**config.mk**
```make
export PLATFORM = sky130hd
export DESIGN_NAME = rx_char_engine
export DESIGN_NICKNAME = d
export VERILOG_FILES = /design/src/rtl/rx_char_pkg.sv /design/src/rtl/rx_line_sync.sv /design/src/rtl/rx_frame_fsm.sv /design/src/rtl/rx_status_regs.sv /design/src/rtl/rx_char_engine.sv
export SDC_FILE = /design/constraint.sdc
export NUM_CORES = 1
export LEC_CHECK = 0
export BUFFER_PORTS_ARGS = -buffer_cell sky130_fd_sc_hd__buf_2
export CORE_ASPECT_RATIO = 0.9
export CORE_MARGIN = 2
export CORE_UTILIZATION = 40
export DETAILED_ROUTE_END_ITERATION = 8
export PLACE_DENSITY = 0.69
export SKIP_LAST_GASP = 1
export SLEW_MARGIN = 40
export SYNTH_ARGS = -nofsm -noshare
export SYNTH_HDL_FRONTEND = slang
export SYNTH_SLANG_ARGS = --single-unit
```
**constraint.sdc**
```tcl
create_clock -name clk -period 2.9 [get_ports clk]
set_input_delay 0.29 -clock clk [delete_from_list [all_inputs] [get_ports clk]]
set_output_delay 0.29 -clock clk [all_outputs]
set_load 0.1 [all_outputs]
```
**src/rtl/rx_char_pkg.sv**
```systemverilog
package rx_char_pkg;

    localparam int DATA_W = 8;

    typedef enum logic [2:0] {
        ST_IDLE,
        ST_START,
        ST_DATA,
        ST_PAR,
        ST_STOP,
        ST_STOP2,
        ST_BRK
    } rx_state_t;

    typedef enum logic [2:0] {
        PAR_EVEN = 3'd0,
        PAR_ODD  = 3'd1,
        PAR_ZERO = 3'd2,
        PAR_ONE  = 3'd3
    } par_mode_t;

    typedef struct packed {
        logic [DATA_W-1:0] data;
        logic              par_err;
        logic              frm_err;
    } rx_char_t;

    // Index of the last data bit for a length code (0..3 -> 5..8 bits).
    function automatic logic [2:0] last_bit_idx(input logic [1:0] len_code);
        return 3'd4 + {1'b0, len_code};
    endfunction

    // Parity modes 4..7 carry no parity bit.
    function automatic logic parity_enabled(input logic [2:0] mode);
        return !mode[2];
    endfunction

    // Value the parity bit should have; unused data bits are zero.
    function automatic logic expected_parity(input logic [DATA_W-1:0] d,
                                             input logic [2:0] mode);
        logic r;
        case (mode)
            PAR_EVEN: r = ^d;
            PAR_ODD:  r = ~^d;
            PAR_ZERO: r = 1'b0;
            PAR_ONE:  r = 1'b1;
            default:  r = 1'b0;
        endcase
        return r;
    endfunction

endpackage

```
**src/rtl/rx_line_sync.sv**
```systemverilog
module rx_line_sync #(
    parameter int STAGES = 2
) (
    input  logic clk,
    input  logic rst,
    input  logic din,
    output logic dout
);
    logic [STAGES-1:0] chain;

    generate
        for (genvar i = 0; i < STAGES; i++) begin : g_stage
            if (i == 0) begin : g_first
                always_ff @(posedge clk) begin
                    if (rst) chain[i] <= 1'b1;
                    else     chain[i] <= din;
                end
            end else begin : g_next
                always_ff @(posedge clk) begin
                    if (rst) chain[i] <= 1'b1;
                    else     chain[i] <= chain[i-1];
                end
            end
        end
    endgenerate

    assign dout = chain[STAGES-1];
endmodule

```
**src/rtl/rx_frame_fsm.sv**
```systemverilog
module rx_frame_fsm
    import rx_char_pkg::*;
#(
    parameter int OVS = 16
) (
    input  logic       clk,
    input  logic       rst,
    input  logic       tick,
    input  logic       line,
    input  logic [1:0] cfg_len,
    input  logic [2:0] cfg_par,
    input  logic       cfg_two_stop,
    output rx_char_t   chr,
    output logic       chr_valid
);
    localparam int CNT_W = $clog2(OVS);
    localparam logic [CNT_W-1:0] MID  = CNT_W'(OVS/2 - 1);
    localparam logic [CNT_W-1:0] LAST = CNT_W'(OVS - 1);

    rx_state_t         state;
    logic [CNT_W-1:0]  cnt;
    logic [2:0]        idx;
    logic [DATA_W-1:0] shreg;
    logic              par_bit;
    logic              stop_bad;
    logic              at_mid, at_last;

    assign at_mid  = (cnt == MID);
    assign at_last = (cnt == LAST);

    always_ff @(posedge clk) begin
        if (rst) begin
            state     <= ST_IDLE;
            cnt       <= '0;
            idx       <= '0;
            shreg     <= '0;
            par_bit   <= 1'b0;
            stop_bad  <= 1'b0;
            chr       <= '0;
            chr_valid <= 1'b0;
        end else begin
            chr_valid <= 1'b0;
            if (tick) begin
                case (state)
                    ST_IDLE: begin
                        cnt <= '0;
                        if (!line) state <= ST_START;
                    end
                    ST_START: begin
                        if (at_mid) begin
                            cnt <= '0;
                            if (line) begin
                                state <= ST_IDLE;
                            end else begin
                                state    <= ST_DATA;
                                idx      <= '0;
                                shreg    <= '0;
                                stop_bad <= 1'b0;
                            end
                        end else begin
                            cnt <= cnt + 1'b1;
                        end
                    end
                    ST_DATA: begin
                        if (at_last) begin
                            cnt        <= '0;
                            shreg[idx] <= line;
                            if (idx == last_bit_idx(cfg_len))
                                state <= parity_enabled(cfg_par) ? ST_PAR : ST_STOP;
                            else
                                idx <= idx + 1'b1;
                        end else begin
                            cnt <= cnt + 1'b1;
                        end
                    end
                    ST_PAR: begin
                        if (at_last) begin
                            cnt     <= '0;
                            par_bit <= line;
                            state   <= ST_STOP;
                        end else begin
                            cnt <= cnt + 1'b1;
                        end
                    end
                    ST_STOP, ST_STOP2: begin
                        if (at_last) begin
                            cnt <= '0;
                            if (state == ST_STOP && cfg_two_stop) begin
                                stop_bad <= !line;
                                state    <= ST_STOP2;
                            end else begin
                                chr_valid    <= 1'b1;
                                chr.data     <= shreg;
                                chr.par_err  <= parity_enabled(cfg_par) &&
                                                (par_bit != expected_parity(shreg, cfg_par));
                                chr.frm_err  <= (stop_bad || !line) && (|shreg);
                                state        <= (stop_bad || !line) ? ST_BRK : ST_IDLE;
                            end
                        end else begin
                            cnt <= cnt + 1'b1;
                        end
                    end
                    ST_BRK: begin
                        cnt <= '0;
                        if (line) state <= ST_IDLE;
                    end
                    default: state <= ST_IDLE;
                endcase
            end
        end
    end
endmodule

```
**src/rtl/rx_status_regs.sv**
```systemverilog
module rx_status_regs
    import rx_char_pkg::*;
(
    input  logic              clk,
    input  logic              rst,
    input  rx_char_t          chr,
    input  logic              chr_valid,
    input  logic              rd_strobe,
    input  logic              clr_status,
    output logic [DATA_W-1:0] hold,
    output logic              ready,
    output logic              ovr,
    output logic              perr,
    output logic              ferr
);
    logic ovr_keep, perr_keep, ferr_keep;

    assign ovr_keep  = ovr  && !clr_status;
    assign perr_keep = perr && !clr_status;
    assign ferr_keep = ferr && !clr_status;

    always_ff @(posedge clk) begin
        if (rst) begin
            hold  <= '0;
            ready <= 1'b0;
            ovr   <= 1'b0;
            perr  <= 1'b0;
            ferr  <= 1'b0;
        end else if (chr_valid) begin
            hold  <= chr.data;
            ready <= 1'b1;
            ovr   <= ovr_keep  || (ready && !rd_strobe);
            perr  <= perr_keep || chr.par_err;
            ferr  <= ferr_keep || chr.frm_err;
        end else begin
            if (rd_strobe) ready <= 1'b0;
            ovr  <= ovr_keep;
            perr <= perr_keep;
            ferr <= ferr_keep;
        end
    end
endmodule

```
**src/rtl/rx_char_engine.sv**
```systemverilog
module rx_char_engine
    import rx_char_pkg::*;
#(
    parameter int OVS         = 16,
    parameter int SYNC_STAGES = 2
) (
    input  logic              clk,
    input  logic              rst,
    input  logic              tick_16x,
    input  logic              rx_line,
    input  logic [1:0]        cfg_len,
    input  logic [2:0]        cfg_parity,
    input  logic              cfg_two_stop,
    input  logic              rd_strobe,
    input  logic              clr_status,
    output logic [DATA_W-1:0] rx_data,
    output logic              rx_ready,
    output logic              err_overrun,
    output logic              err_parity,
    output logic              err_frame
);
    logic     line_s;
    rx_char_t chr;
    logic     chr_valid;

    rx_line_sync #(.STAGES(SYNC_STAGES)) u_sync (
        .clk  (clk),
        .rst  (rst),
        .din  (rx_line),
        .dout (line_s)
    );

    rx_frame_fsm #(.OVS(OVS)) u_fsm (
        .clk          (clk),
        .rst          (rst),
        .tick         (tick_16x),
        .line         (line_s),
        .cfg_len      (cfg_len),
        .cfg_par      (cfg_parity),
        .cfg_two_stop (cfg_two_stop),
        .chr          (chr),
        .chr_valid    (chr_valid)
    );

    rx_status_regs u_stat (
        .clk        (clk),
        .rst        (rst),
        .chr        (chr),
        .chr_valid  (chr_valid),
        .rd_strobe  (rd_strobe),
        .clr_status (clr_status),
        .hold       (rx_data),
        .ready      (rx_ready),
        .ovr        (err_overrun),
        .perr       (err_parity),
        .ferr       (err_frame)
    );
endmodule

```
After elaboration in Yosys (flattened, before gate mapping)
Cells that the tools add are included.
{"block": "totals", "reg_bits": 45, "inputBits": 12, "out_inout_bits": 12, "elab_cells": 128}
{"block": "op_classes", "n_addsub": 3, "n_lt_le_gt_ge": 2, "eq_ne": 22, "muxes": 44, "bitwise_logic": 4, "reduce_logical": 36}
{"cell": "two-way mux 3 bit", "count": 14}
{"cell": "two-way mux 8 bit", "count": 3}
{"cell": "case mux 3 bit (6 select lines)", "count": 1}
{"cell": "two-way mux 1 bit", "count": 16}
{"cell": "case mux 8 bit (2 select lines)", "count": 1}
{"cell": "inequality test 2 x 1 -> 1 bit (second input constant)", "count": 6}
{"cell": "case mux 4 bit (3 select lines)", "count": 1}
{"cell": "AND reduction 6 bit", "count": 2}
{"cell": "== test 3 x 2 -> 1 bit (second input constant)", "count": 3}
{"cell": "== test 3 bit (second input constant)", "count": 3}
{"cell": "bitwise mux 8 bit", "count": 1}
{"cell": "logical AND 1 bit", "count": 8}
{"cell": "two-way mux 4 bit", "count": 2}
{"cell": "inequality test 2 bit (second input constant)", "count": 4}
{"cell": "AND reduction 8 bit", "count": 1}
{"cell": "OR reduction 4 bit", "count": 2}
{"cell": "OR reduction 8 bit", "count": 1}
{"cell": "XNOR reduction 8 bit", "count": 1}
{"cell": "XOR reduction 8 bit", "count": 1}
{"cell": "== test 3 x 1 -> 1 bit (second input constant)", "count": 2}
{"cell": "zero test 3 bit", "count": 2}
{"cell": "case mux 3 bit (2 select lines)", "count": 1}
{"cell": "nonzero test 2 bit", "count": 3}
{"cell": "AND reduction 5 bit", "count": 1}
{"cell": "other kinds (21)", "count": 31}

Longest topological paths before layout
{"block": "depth", "depth_word": 9, "depth_mapped": 7, "depth_no_buf": 6}

Modules after synthesis
Synthesis repeated with hierarchy kept, for this count alone.
{"block": "unflattened", "cells_unflattened": 262, "area_unflattened_um2": 2217.1}
{"module": "rx_frame_fsm", "n_inst": 1, "cells_per_inst": 217, "area_per_inst_um2": 1736.7, "seq_area_each_um2": 620.6}
{"module": "rx_status_regs", "n_inst": 1, "cells_per_inst": 41, "area_per_inst_um2": 427.9, "seq_area_each_um2": 240.2}
{"module": "rx_line_sync", "n_inst": 1, "cells_per_inst": 4, "area_per_inst_um2": 52.6, "seq_area_each_um2": 40.0}

Worst setup path before layout
Ideal clock, no wire load.
{"block": "synth_timing", "kind": "register to register", "from": "register u_fsm.cnt[0]", "to": "register u_fsm.state[1]", "setup_time_ps": 122, "arrival_ps": 1679, "t_required_ps": 2778, "slack_ps": 1099, "path_stages_with_launch": 7, "path_buffers": 1, "period_less_slack_ps": 1801, "path_cell_list": "dfxtp_1 ha_1 clkbuf_1 and3_1 o31ai_1 or3_1 o311a_1"}
{"block": "synth_between", "elab_chain_len": 3, "elab_cells_between_ends": 7, "classes_between": "eq/ne (6); reduce/logical (1)"}
{"item": "from (decl)", "line": "rx_frame_fsm.sv:21", "text": "logic [CNT_W-1:0] cnt;"}
{"item": "from (signal assigned)", "line": "rx_frame_fsm.sv:61", "text": "cnt <= cnt + 1'b1;"}
{"item": "from (signal assigned)", "line": "rx_frame_fsm.sv:73", "text": "cnt <= cnt + 1'b1;"}
{"item": "from (signal assigned)", "line": "rx_frame_fsm.sv:82", "text": "cnt <= cnt + 1'b1;"}
{"item": "== test 4 bit / == test 4 x 3 -> 1 bit (equally long branches)", "line": "rx_frame_fsm.sv:29, rx_frame_fsm.sv:28"}
{"item": "inequality test 2 x 1 -> 1 bit (no line)"}
{"item": "AND reduction 8 bit (no line) *"}
{"item": "to (signal assigned)", "line": "rx_frame_fsm.sv:69", "text": "state <= parity_enabled(cfg_par) ? ST_PAR : ST_STOP;"}
{"item": "to (signal assigned)", "line": "rx_frame_fsm.sv:97", "text": "state <= (stop_bad || !line) ? ST_BRK : ST_IDLE;"}
{"item": "to (decl)", "line": "rx_frame_fsm.sv:20", "text": "rx_state_t state;"}
Every way passes the cells marked *; elsewhere a longest branch is shown, timed or not.
A chain may end at the register's enable or synchronous reset.

Worst setup path in the final report
{"block": "layout_timing", "from": "register u_fsm.state[2]", "to": "register u_fsm.state[1]"}
{"block": "layout_between", "elab_chain_len": 5, "elab_cells_between_ends": 20, "classes_between": "eq/ne (13); mux (3); reduce/logical (4)"}
{"item": "== test 3 bit", "line": "rx_frame_fsm.sv:44, rx_frame_fsm.sv:88"}
{"item": "logical AND 1 bit", "line": "rx_frame_fsm.sv:88", "text": "if (state == ST_STOP && cfg_two_stop) begin"}
{"item": "two-way mux 3 bit", "line": "rx_frame_fsm.sv:88"}
{"item": "two-way mux 3 bit", "line": "rx_frame_fsm.sv:86", "text": "if (at_last) begin"}
{"item": "case mux 3 bit (6 select lines)", "line": "rx_frame_fsm.sv:44", "text": "case (state)"}
Parallel ways exist; a longest one is shown, timed or not. The select of a mux whose other input is x is not followed.

==> metrics.txt <==
# TYPE chip_impl_metric gauge
chip_impl_metric{name="cts_htree_levels",unit=""} 2
chip_impl_metric{name="drt_drc_violations_left",unit=""} 0
chip_impl_metric{name="overall_fraction_of_global_route_tracks_in_use",unit="%"} 15.7
chip_impl_metric{name="design_power_total",unit="mW"} 1.34
chip_impl_metric{name="hold_viol_final",unit=""} 0
chip_impl_info{name="postSynth.topFlopCell",value="dfxtp_1"} 1
chip_impl_metric{name="grt_pass1_vias",unit=""} 1778
chip_impl_metric{name="report.final.setup_viol",unit=""} 0
chip_impl_metric{name="placedCellCount",unit=""} 337
chip_impl_metric{name="number_of_antenna_violations_at_the_first_check_in_global_routing",unit=""} 0
chip_impl_metric{name="num-nets-final",unit=""} 292
chip_impl_metric{name="post-cts-setup-buffer-count",unit=""} 0
chip_impl_info{name="tritoncts",value="done"} 1
chip_impl_metric{name="fraction_of_registers_with_async_set_reset",unit="%"} 0
chip_impl_metric{name="netlist_instances",unit=""} 262
chip_impl_metric{name="global_route_wire_length_before_repair",unit="mm"} 8.22
chip_impl_metric{name="timing.max_slew.rel_slack",unit="%"} 60.3
chip_impl_metric{name="grt_remaining_overflow",unit=""} 0
chip_impl_metric{name="post_synth_net_total",unit=""} 280
chip_impl_metric{name="timing.reg2reg.setup_slack",unit="ns"} 0.87
chip_impl_metric{name="ctsHoldBuffers",unit=""} 0
chip_impl_metric{name="num_vias",unit=""} 1853
chip_impl_info{name="timing.critical_path.from",value="u_fsm.state[2]"} 1
chip_impl_metric{name="io_pins",unit=""} 24
chip_impl_metric{name="cts-buffers-inserted",unit=""} 5
chip_impl_metric{name="clock_transition_time_at_the_flip_flop_clock_pins_of_the_worst_setup_and_hold_paths",unit="ns"} 0.08
chip_impl_info{name="clk_root_buffer_cell",value="clkbuf_8"} 1
chip_impl_metric{name="synth-seq-area-share",unit="%"} 38.8
chip_impl_metric{name="n_fill_cell",unit=""} 542
chip_impl_info{name="timing.critical_path.cells",value="inv_1 -> a31o_2 -> or3_1 -> o311a_1"} 1
chip_impl_metric{name="clk-insertion-delay-late",unit="ns"} 0.29
chip_impl_metric{name="synth_area_per_cell",unit="um2"} 8.86
chip_impl_metric{name="post_cts_resize_count",unit=""} 0
chip_impl_metric{name="firstDrtPassIters",unit=""} 4
chip_impl_info{name="startpoint_type",value="flop"} 1
chip_impl_metric{name="hpwl",unit="mm"} 3.28
chip_impl_metric{name="cp_slowest_stage_delay",unit="ns"} 0.69
chip_impl_metric{name="rr_worst_depth",unit=""} 4
chip_impl_metric{name="setup_tns",unit="ns"} 0
chip_impl_info{name="reg2reg_from",value="u_fsm.state[2]"} 1
chip_impl_metric{name="timing.clock.skew",unit="ns"} 0.00388
chip_impl_metric{name="synth-edff-count",unit=""} 0
chip_impl_metric{name="layoutNonFillerInstCount",unit=""} 345
chip_impl_metric{name="io_buffers",unit=""} 23
chip_impl_metric{name="cap_violations",unit=""} 0
chip_impl_info{name="timing.rr.end",value="u_fsm.state[1]"} 1
chip_impl_metric{name="leakage",unit="nW"} 0.894
chip_impl_metric{name="critical_path_required",unit="ns"} 3.09
chip_impl_metric{name="die_area",unit="mm2"} 0.00643
chip_impl_metric{name="globalplace.congestion",unit=""} 0.831
chip_impl_metric{name="n_antenna_cell",unit=""} 0
chip_impl_metric{name="die_y",unit="um"} 76.3
chip_impl_info{name="outcome",value="finished, final reports clean"} 1
chip_impl_metric{name="drt_first_iter_violations",unit=""} 173
chip_impl_metric{name="slew_viol_final",unit=""} 0
chip_impl_metric{name="postRouteAntennaNets",unit=""} 0
chip_impl_metric{name="fin_crit",unit="ns"} 2.03
chip_impl_metric{name="fp.coreArea",unit="mm2"} 0.00563
chip_impl_metric{name="yosys_warnings",unit=""} 0
chip_impl_metric{name="cts.sink_count",unit=""} 45
chip_impl_metric{name="routedWlPerCell",unit="um"} 13.6
chip_impl_info{name="setup.worst_path.end_class",value="flop"} 1
chip_impl_metric{name="maximum_clock_rate",unit="GHz"} 0.492
chip_impl_metric{name="chipWidth",unit="um"} 84.3
chip_impl_info{name="timing_worst_setup_path_type",value="flop to flop"} 1
chip_impl_metric{name="maximum_number_of_pins_on_one_net_before_global_route_repair",unit=""} 45
chip_impl_info{name="timing.hold.worst.class",value="primary input to flop"} 1
chip_impl_info{name="rsz0062_at_grt",value="no"} 1
chip_impl_metric{name="period_utilization",unit="%"} 70.0
chip_impl_metric{name="vdd.ir_drop.worst",unit="mV"} 0.268
chip_impl_info{name="cpMaxStageDelayCell",value="dfxtp_1"} 1
chip_impl_metric{name="critical_path.max_fanout",unit=""} 17
chip_impl_metric{name="num_rows",unit=""} 26
chip_impl_metric{name="setup_slack",unit="ns"} 0.869
chip_impl_info{name="worst_setup_path_endpoint",value="u_fsm.state[1]"} 1
chip_impl_metric{name="synth.lib_cells_used.distinct",unit=""} 50
chip_impl_metric{name="postSynthRegisterBits",unit=""} 45
chip_impl_metric{name="netlist_area",unit="mm2"} 0.00232
chip_impl_metric{name="worst-endpoint-arrival",unit="ns"} 2.22
chip_impl_metric{name="power.density",unit="mW/mm2"} 529
chip_impl_metric{name="detail_route.wirelength",unit="mm"} 4.68
chip_impl_metric{name="place_worst_setup_slack",unit="ns"} 0.906
chip_impl_metric{name="vias_per_cell",unit=""} 5.37
chip_impl_metric{name="start_util",unit="%"} 41.2
chip_impl_metric{name="final_layout_size_suffix_gt1_share",unit="%"} 16.4
chip_impl_metric{name="area.growth.synth_to_final",unit="%"} 9.54
chip_impl_metric{name="worst_pin_slew",unit="ns"} 0.594
chip_impl_metric{name="clk_path_buf_depth",unit=""} 2
[cell usage in the layout (no fill, tap or decap), types with 2 or more instances in the layout]
cell type | netlist | layout
nor3b_1 | 4 | 4
nand2_1 | 6 | 6
o31ai_1 | 3 | 3
a31oi_1 | 2 | 2
nor4_1 | 3 | 3
nand3b_1 | 3 | 3
o311a_1 | 2 | 2
mux2i_1 | 22 | 22
buf_4 | 2 | 2
inv_1 | 15 | 15
or2_2 | 3 | 3
nor2_1 | 31 | 31
a41oi_1 | 2 | 2
o2bb2ai_1 | 7 | 7
nand4b_1 | 3 | 3
and3_1 | 3 | 3
o21ai_0 | 8 | 8
ha_1 | 6 | 6
nand3_1 | 7 | 7
nor4bb_1 | 2 | 2
nor3_1 | 10 | 10
a21oi_1 | 16 | 16
dfxtp_1 | 45 | 45
a31o_2 | 2 | 2
clkbuf_8 | 0 | 6
and3b_1 | 2 | 2
nor2b_1 | 6 | 6
xnor2_1 | 7 | 7
buf_2 | 2 | 23
xor2_1 | 2 | 2
a22oi_1 | 3 | 3
[cell families (layout without fill, tap and decap cells)]
family,Yosys count,count (layout),synth area share [%]
AOI/OAI and AO/OA,55,55,17.1
xor gates and xnor gates,9,9,3.40
adders and majority gates,6,6,3.23
buffers and inverters,35,48,6.41
DFF,45,45,38.8
muxes,22,22,9.49
and+or+nand+nor,90,90,21.5
[layout make-up]
class	count	area, um2	area share (%)
repair buffers	25	130	5.12
clock buffers	6	82.6	3.25
inverters	15	56.3	2.21
clock inverters	2	13.8	0.541
multi-input cells	182	1270	50.0
well taps	70	87.6	3.44
flip-flops and latches	45	901	35.4
[critical path, delay by kind of cell, from the launching register on]
kind	cells	cell delay [ns]
buffers and inverters	1	0.21
AO/OA/AOI/OAI	2	0.62
flip-flops	1	0.69
AND/OR/NAND/NOR	1	0.41
[state kept, by name, summed over array words and instances (netlist names), 3 cells and up]
| signal | flops |
|---|---|
| u_stat.hold | 8 |
| u_fsm.cnt | 4 |
| u_fsm.state | 3 |
| u_fsm.chr | 10 |
| u_fsm.idx | 3 |
| u_fsm.shreg | 8 |
[power by group]
part           switching, mW  internal (mW)  leakage, nW
Clock                  0.211          0.193       0.0512
Sequential            0.0615          0.637        0.363
Combinational          0.131          0.111        0.480
Total                  0.404          0.941        0.894
[how the worst min path moves through the flow]
stage                                from               to  slack [ns]  depth (start not counted)
after detailed placement  u_sync.chain[0]      u_sync.dout        0.40                          1
after CTS                         rx_line  u_sync.chain[0]        0.17                          2
after floorplan           u_sync.chain[0]      u_sync.dout        0.39                          1
final                             rx_line  u_sync.chain[0]        0.18                          2
after global routing              rx_line  u_sync.chain[0]        0.16                          2
after global placement    u_sync.chain[0]      u_sync.dout        0.39                          1
[routing by layer]
metal  vias to the layer above  global-route usage (%)  wire length, um
met2                        33                    22.9             1960
met4                         0                    6.61               99
met5                         -                       0                0
met3                         6                    3.47              135
met1                       852                    22.2             2490
li1                        962                       -                -
[cell usage after synthesis, types with 2 or more instances]
library cell / instances / area, um2
dfxtp_1: 45 / 901
nor2_1: 31 / 116
mux2i_1: 22 / 220
a21oi_1: 16 / 80.1
inv_1: 15 / 56.3
clkbuf_1: 12 / 45.0
nor3_1: 10 / 50.1
o21ai_0: 8 / 40.0
nand3_1: 7 / 35.0
o2bb2ai_1: 7 / 61.3
xnor2_1: 7 / 61.3
ha_1: 6 / 75.1
nand2_1: 6 / 22.5
nor2b_1: 6 / 37.5
nor3b_1: 4 / 30.0
a22oi_1: 3 / 22.5
and3_1: 3 / 18.8
buf_1: 3 / 11.3
nand3b_1: 3 / 22.5
nand4b_1: 3 / 26.3
nor4_1: 3 / 18.8
o31ai_1: 3 / 22.5
or2_2: 3 / 18.8
a31o_2: 2 / 17.5
a31oi_1: 2 / 12.5
a41oi_1: 2 / 17.5
and3b_1: 2 / 17.5
buf_2: 2 / 10.0
buf_4: 2 / 15.0
nor4bb_1: 2 / 20.0
o311a_1: 2 / 20.0
xor2_1: 2 / 17.5
[metrics by stage]
| stage | cell area, um2 | hold WS (ns) | util, % |
|---|---|---|---|
| floorplan | 2320 | 0.389 | - |
| CTS | 2540 | 0.170 | 45.2 |
| global placement | 2450 | 0.392 | 43.5 |
| global route | 2540 | 0.164 | 45.2 |
| detailed placement | 2450 | 0.399 | 43.5 |
| finish | 2540 | 0.176 | 45.2 |
Power figures use the tool's default switching activity.
